File: src/rtl/mem64_pkg.sv
package mem64_pkg;

  typedef enum logic [1:0] {
    MOP_BAD  = 2'd0,
    MOP_LDWU = 2'd1,
    MOP_LDD  = 2'd2,
    MOP_STD  = 2'd3
  } mop_e;

  typedef enum logic [1:0] {
    PH_IDLE  = 2'd0,
    PH_ISSUE = 2'd1,
    PH_AWAIT = 2'd2
  } phase_e;

  localparam logic [6:0] OPC_LOAD  = 7'b0000011;
  localparam logic [6:0] OPC_STORE = 7'b0100011;
  localparam logic [2:0] F3_WORDU  = 3'b110;
  localparam logic [2:0] F3_DWORD  = 3'b011;
  localparam logic [1:0] SIZE_W    = 2'b10;
  localparam logic [1:0] SIZE_D    = 2'b11;

  function automatic mop_e classify(input logic [31:0] ins);
    mop_e k;
    k = MOP_BAD;
    if (ins[6:0] == OPC_LOAD && ins[14:12] == F3_WORDU)       k = MOP_LDWU;
    else if (ins[6:0] == OPC_LOAD && ins[14:12] == F3_DWORD)  k = MOP_LDD;
    else if (ins[6:0] == OPC_STORE && ins[14:12] == F3_DWORD) k = MOP_STD;
    return k;
  endfunction

  function automatic logic [11:0] load_offset(input logic [31:0] ins);
    return ins[31:20];
  endfunction

  function automatic logic [11:0] store_offset(input logic [31:0] ins);
    return {ins[31:25], ins[11:7]};
  endfunction

endpackage

File: src/rtl/mem64_decode.sv
module mem64_decode
  import mem64_pkg::*;
#(
  parameter int XLEN = 64
) (
  input  logic [31:0]     instr,
  input  logic [XLEN-1:0] base,
  output mop_e            op,
  output logic [4:0]      rd,
  output logic [XLEN-1:0] ea
);

  logic [11:0] ofs;

  function automatic logic [XLEN-1:0] sext12(input logic [11:0] v);
    return {{(XLEN-12){v[11]}}, v};
  endfunction

  always_comb begin
    op  = classify(instr);
    ofs = (op == MOP_STD) ? store_offset(instr) : load_offset(instr);
    ea  = base + sext12(ofs);
    rd  = instr[11:7];
  end

endmodule

File: src/rtl/mem64_strobe.sv
module mem64_strobe
  import mem64_pkg::*;
#(
  parameter int XLEN = 64,
  localparam int NB  = XLEN / 8,
  localparam int NW  = XLEN / 32,
  localparam int WSW = (NW > 1) ? $clog2(NW) : 1
) (
  input  logic [WSW-1:0] word_sel,
  input  logic [1:0]     size,
  output logic [NB-1:0]  strb
);

  for (genvar g = 0; g < NW; g++) begin : g_word
    assign strb[g*4 +: 4] = (size == SIZE_D || word_sel == WSW'(g)) ? 4'hF : 4'h0;
  end

endmodule

File: src/rtl/mem64_extend.sv
module mem64_extend
  import mem64_pkg::*;
#(
  parameter int XLEN = 64,
  localparam int NW  = XLEN / 32,
  localparam int WSW = (NW > 1) ? $clog2(NW) : 1
) (
  input  mop_e            op,
  input  logic [WSW-1:0]  word_sel,
  input  logic [XLEN-1:0] rdata,
  output logic [XLEN-1:0] value
);

  function automatic logic [XLEN-1:0] zext_word(input logic [31:0] w);
    return XLEN'(w);
  endfunction

  logic [31:0] word;

  always_comb begin
    word  = rdata[word_sel*32 +: 32];
    value = (op == MOP_LDWU) ? zext_word(word) : rdata;
  end

endmodule

File: src/rtl/mem64_access_unit.sv
module mem64_access_unit
  import mem64_pkg::*;
#(
  parameter int XLEN = 64,
  localparam int NB  = XLEN / 8,
  localparam int NW  = XLEN / 32,
  localparam int WSW = (NW > 1) ? $clog2(NW) : 1
) (
  input  logic            clk,
  input  logic            rst_n,
  input  logic            in_valid,
  input  logic [31:0]     in_instr,
  input  logic [XLEN-1:0] in_rs1,
  input  logic [XLEN-1:0] in_rs2,
  output logic            in_accept,
  output logic            bad_instr,
  output logic            mem_req_valid,
  input  logic            mem_req_ready,
  output logic [XLEN-1:0] mem_req_addr,
  output logic            mem_req_write,
  output logic [1:0]      mem_req_size,
  output logic [NB-1:0]   mem_req_strb,
  output logic [XLEN-1:0] mem_req_wdata,
  input  logic            mem_rsp_valid,
  input  logic [XLEN-1:0] mem_rsp_rdata,
  output logic            wb_en,
  output logic [4:0]      wb_rd,
  output logic [XLEN-1:0] wb_data
);

  phase_e          state;
  mop_e            r_op;
  logic [4:0]      r_rd;
  logic [XLEN-1:0] r_addr;
  logic [XLEN-1:0] r_wdata;

  mop_e            dec_op;
  logic [4:0]      dec_rd;
  logic [XLEN-1:0] dec_ea;

  // Named events, visible to the assertions below
  logic accept_fire;
  logic start_fire;
  logic req_fire;
  logic rsp_fire;
  logic [WSW-1:0] word_sel;

  mem64_decode #(.XLEN(XLEN)) u_decode (
    .instr (in_instr),
    .base  (in_rs1),
    .op    (dec_op),
    .rd    (dec_rd),
    .ea    (dec_ea)
  );

  assign accept_fire = in_valid && (state == PH_IDLE);
  assign start_fire  = accept_fire && (dec_op != MOP_BAD);
  assign req_fire    = (state == PH_ISSUE) && mem_req_ready;
  assign rsp_fire    = (state == PH_AWAIT) && mem_rsp_valid;
  assign word_sel    = r_addr[2 +: WSW];

  always_ff @(posedge clk) begin
    if (!rst_n) begin
      state   <= PH_IDLE;
      r_op    <= MOP_BAD;
      r_rd    <= '0;
      r_addr  <= '0;
      r_wdata <= '0;
    end else begin
      case (state)
        PH_IDLE: if (start_fire) begin
          state   <= PH_ISSUE;
          r_op    <= dec_op;
          r_rd    <= dec_rd;
          r_addr  <= dec_ea;
          r_wdata <= in_rs2;
        end
        PH_ISSUE: if (req_fire) state <= (r_op == MOP_STD) ? PH_IDLE : PH_AWAIT;
        PH_AWAIT: if (rsp_fire) state <= PH_IDLE;
        default:  state <= PH_IDLE;
      endcase
    end
  end

  assign in_accept     = (state == PH_IDLE);
  assign bad_instr     = accept_fire && (dec_op == MOP_BAD);
  assign mem_req_valid = (state == PH_ISSUE);
  assign mem_req_addr  = r_addr;
  assign mem_req_write = (r_op == MOP_STD);
  assign mem_req_size  = (r_op == MOP_LDWU) ? SIZE_W : SIZE_D;
  assign mem_req_wdata = r_wdata;

  mem64_strobe #(.XLEN(XLEN)) u_strobe (
    .word_sel (word_sel),
    .size     (mem_req_size),
    .strb     (mem_req_strb)
  );

  mem64_extend #(.XLEN(XLEN)) u_extend (
    .op       (r_op),
    .word_sel (word_sel),
    .rdata    (mem_rsp_rdata),
    .value    (wb_data)
  );

  assign wb_en = rsp_fire && (r_rd != 5'd0);
  assign wb_rd = r_rd;

  // a stalled request holds every field
  assert_req_hold_R4: assert property (@(posedge clk) disable iff (!rst_n)
    mem_req_valid && !mem_req_ready |=> mem_req_valid && $stable(mem_req_addr) &&
      $stable(mem_req_size) && $stable(mem_req_wdata) && $stable(mem_req_write) &&
      $stable(mem_req_strb));

  // a legal accepted instruction becomes a request next cycle, unit busy
  assert_start_req_R4: assert property (@(posedge clk) disable iff (!rst_n)
    accept_fire && !bad_instr |=> mem_req_valid && !in_accept);

  // an unsupported encoding never produces a request
  assert_bad_no_req_R9: assert property (@(posedge clk) disable iff (!rst_n)
    bad_instr |=> !mem_req_valid && in_accept);

  // store frees the unit right after the memory takes it
  assert_store_frees_R7: assert property (@(posedge clk) disable iff (!rst_n)
    req_fire && mem_req_write |=> in_accept);

  // strobe width matches the size code
  assert_strb_count_R3: assert property (@(posedge clk) disable iff (!rst_n)
    mem_req_valid |-> $countones(mem_req_strb) == ((mem_req_size == SIZE_W) ? 4 : NB));

  // writeback only while a load is outstanding and data arrives
  assert_wb_on_rsp_R10: assert property (@(posedge clk) disable iff (!rst_n)
    wb_en |-> mem_rsp_valid && !mem_req_valid && !in_accept && !mem_req_write);

endmodule

File: config.mk
export PLATFORM = sky130hd
export DESIGN_NAME = mem64_access_unit
export DESIGN_NICKNAME = d
export VERILOG_FILES = /design/src/rtl/mem64_pkg.sv /design/src/rtl/mem64_decode.sv /design/src/rtl/mem64_strobe.sv /design/src/rtl/mem64_extend.sv /design/src/rtl/mem64_access_unit.sv
export SDC_FILE = /design/constraint.sdc
export NUM_CORES = 1
export LEC_CHECK = 0
export ABC_CLOCK_PERIOD_IN_PS = 4600
export BUFFER_PORTS_ARGS = -buffer_cell sky130_fd_sc_hd__buf_2
export CORE_AREA = 4 4 171 173
export CTS_CLUSTER_DIAMETER = 150
export DETAILED_ROUTE_END_ITERATION = 16
export DIE_AREA = 0 0 175 177
export GPL_TIMING_DRIVEN = 0
export PLACE_DENSITY_LB_ADDON = 0.12
export SYNTH_ARGS = -nofsm -noshare
export SYNTH_HDL_FRONTEND = slang
export SYNTH_HIERARCHICAL = 1
export SYNTH_SLANG_ARGS = --single-unit
export TNS_END_PERCENT = 5
File: constraint.sdc
create_clock -name clk -period 4.6 [get_ports clk]
set_clock_uncertainty 0.1 [all_clocks]
set_input_delay 0.46 -clock clk [delete_from_list [all_inputs] [get_ports clk]]
set_output_delay 0.46 -clock clk [all_outputs]
set_load 0.02 [all_outputs]
==> results.md <==
* Status: finished clean
* Pwr dens at 260 mW/mm^2
* Final worst path period need at 4.51 ns
* Global-route wire length before repair at 60.0 mm
* Hold depth at 3
* Layout Area Growth over Synthesis at 32.7%
* Via Count at 10642
* Slew Limit Fails at 0
* Lkg Pwr at 0.00636 uW
* Crit end category: flop
* Initial antenna violation count at 7
* R2R cell count at 5
* Unique masters post-synth at 78
* Iter 0 DRT Violations at 513
* Total track usage at 0.243
* Die Y-Extent at 177 um
* Clk slew on worst S/H paths at 0.07 ns
* Pre-antenna DRT Iters at 6
* Mapped Cells at 1267
* RSZ-0062 raised after global routing: true
* Final WL at 39.7 mm
* Async SR Flop Fraction at 0
* Final Hold Fails at 0
* # fillers at 2862
* Worst Path Required at 4.84 ns
* Crit path launch type: primary input
* MaxCap Viol Count at 0
* Register area share after synthesis at 0.267
* H-tree lvl count at 4
* DR DRC count at 0
* Fmax at 0.222 GHz
* CTS root buf: clkbuf_16
* Core footprint at 0.0276 mm^2
* Design Power at 3540 uW
* Io pins at 441
* Worst-margin pin slew at 1.15 ns
* Wirelength per Cell at 18.7 um
* Layout cell share with drive strength beyond 1 at 0.331
* Chip width at 175 um
* Max clock buf depth at 2
* Post-DRT Antenna Nets at 0
* #FFs+latches synth at 137
* Hold slack at 0.177 ns
* Post-Syn Area at 0.0103 mm^2
* Clk Latency, worst-skew pair at 0.41 ns
* R2r setup slk at 2.66 ns
* Number of synthesized flops with an enable pin at 0
* DP HPWL at 32.8 mm
* Worst Hold Class: in -> reg
* Die area at 0.0310 mm^2
* Top_reg_cell synth: dfxtp_1
* I/O Buffers at 433
* Final setup violation count at 0
* Dpl cells at 2080
* Non-Filler Instances at 2120
* Crit Path Category: in -> reg
* Yosys warns at 6
* Largest net degree at the start of global routing at 54
* Initial cell density of the core at 0.372
* Most frequent cells in the layout: buf_2, nand2_1, dfxtp_1
* Final period util at 0.980
* Clk sink count at 137
* Crit path max fanout at 5
* CTS tree: done
* Nets at 2019
* Data arrival, critical path at 4.75 ns
* Row count at 61
* Commonest non-fill, non-tap cell in the layout: buf_2
* Syn_area_per_cell at 8.10 um^2
* Routability Congestion at 0.950
* CTS Hold Bufs at 0
* GRT overflow at 0
* Vias in the first global route at 10353
* Via-to-Cell Ratio at 5.02
* Worst VDD drop at 0.000214 V
* Rel. slew slack at 0.235
* TritonCTS Buffers at 17
## state kept, by name (all words and copies together) (netlist names)
| register | count |
|---|---|
| r_op | 2 |
| wb_rd | 5 |
| state | 2 |
| mem_req_addr | 64 |
| mem_req_wdata | 64 |
## repair_timing
item	in CTS	in global routing
setup buffers	2	3
pin swaps	2	2
resized for setup	6	7
setup endpoints to repair	20	11
cloned	0	0
## per-layer routing
layer  up-vias  global-route usage  part of all wire
met3        32              0.0540             0.061
met1      4967               0.301              0.43
met4         8              0.0520             0.013
li1       5331                   -                 -
met5         -                   0            0.0014
met2       304               0.435              0.50
## critical path: stages
cell	delay, ns
buf_2	0.10
nor4b_1	0.38
nand4b_1	0.14
buf_4	0.18
nor3b_4	0.21
nand2_2	0.17
mux2_2	0.27
ha_1	0.16
inv_1	0.05
fa_1	0.42
nor2b_2	0.18
o2111ai_2	0.16
a211oi_2	0.36
a2111oi_4	0.15
o32ai_4	0.39
o21bai_2	0.16
o21ai_2	0.25
a31oi_1	0.14
xnor2_1	0.20
nand2_1	0.08
mux2i_1	0.13
## final cells by class
cell class	count	area, um^2	area share
Multi-Input combinational cell	1025	7030	0.516
Tap cell	378	473	0.0347
Inverter	21	78.8	0.00579
Buffer	86	500	0.0367
Sequential cell	137	2740	0.201
Antenna cell	3	7.51	0.000551
Clock inverter	15	159	0.0117
Clock buffer	17	425	0.0312
Timing Repair Buffer	438	2200	0.162
## cells in the mapped netlist, types with 14 or more instances
| library cell | count | area share |
|---|---|---|
| a21o_1 | 25 | 0.018 |
| nand4_1 | 14 | 0.0085 |
| buf_4 | 25 | 0.018 |
| xnor2_1 | 41 | 0.035 |
| ha_1 | 63 | 0.077 |
| mux2i_1 | 133 | 0.13 |
| and2_1 | 34 | 0.021 |
| nand2_1 | 331 | 0.12 |
| dfxtp_1 | 137 | 0.27 |
| a21oi_1 | 75 | 0.037 |
| a31oi_1 | 16 | 0.0098 |
| o21ai_1 | 15 | 0.0073 |
| mux2_4 | 30 | 0.044 |
| xor2_1 | 17 | 0.015 |
| o21ai_0 | 25 | 0.012 |
| inv_1 | 21 | 0.0077 |
| nor2_1 | 40 | 0.015 |
| clkbuf_1 | 43 | 0.016 |
## report_power, final
part | total, uW | switching [uW] | internal [uW]
sequential | 1190 | 0.948 | 1190
clock | 1390 | 624 | 769
combinational | 955 | 563 | 392
## path summary, 6_finish.rpt
| check | start | to |
|---|---|---|
| max reg2reg | state[1] | mem_req_addr[18] |
| min reg2reg | mem_req_wdata[17] | mem_req_wdata[17] |
| max | in_instr[2] | mem_req_addr[62] |
| min | in_rs2[55] | mem_req_wdata[55] |
## stage by stage
stage,setup TNS (ns),area [um^2],util,setup WS (ns)
CTS,0,13600,0.490,0.0126
global placement,-18.45,12900,0.467,-0.961
floorplan,0,10300,-,0.412
detailed placement,-17.01,12900,0.467,-0.916
global route,-0.0225,13600,0.493,-0.0225
finish,0,13600,0.493,0.0899
## kinds of logic (layout without fill, tap and decap cells)
kind of cell / Yosys count / in the layout / synth area share
fa+ha+maj: 64 / 64 / 0.0787
flops: 137 / 137 / 0.267
other cells: 1 / 6 / 0.000365
buf+inv: 107 / 577 / 0.0564
xor+xnor: 58 / 58 / 0.0495
mux: 170 / 170 / 0.181
compound gates: 228 / 228 / 0.146
simple gates: 502 / 502 / 0.221
(Power assumes the default switching activity.)
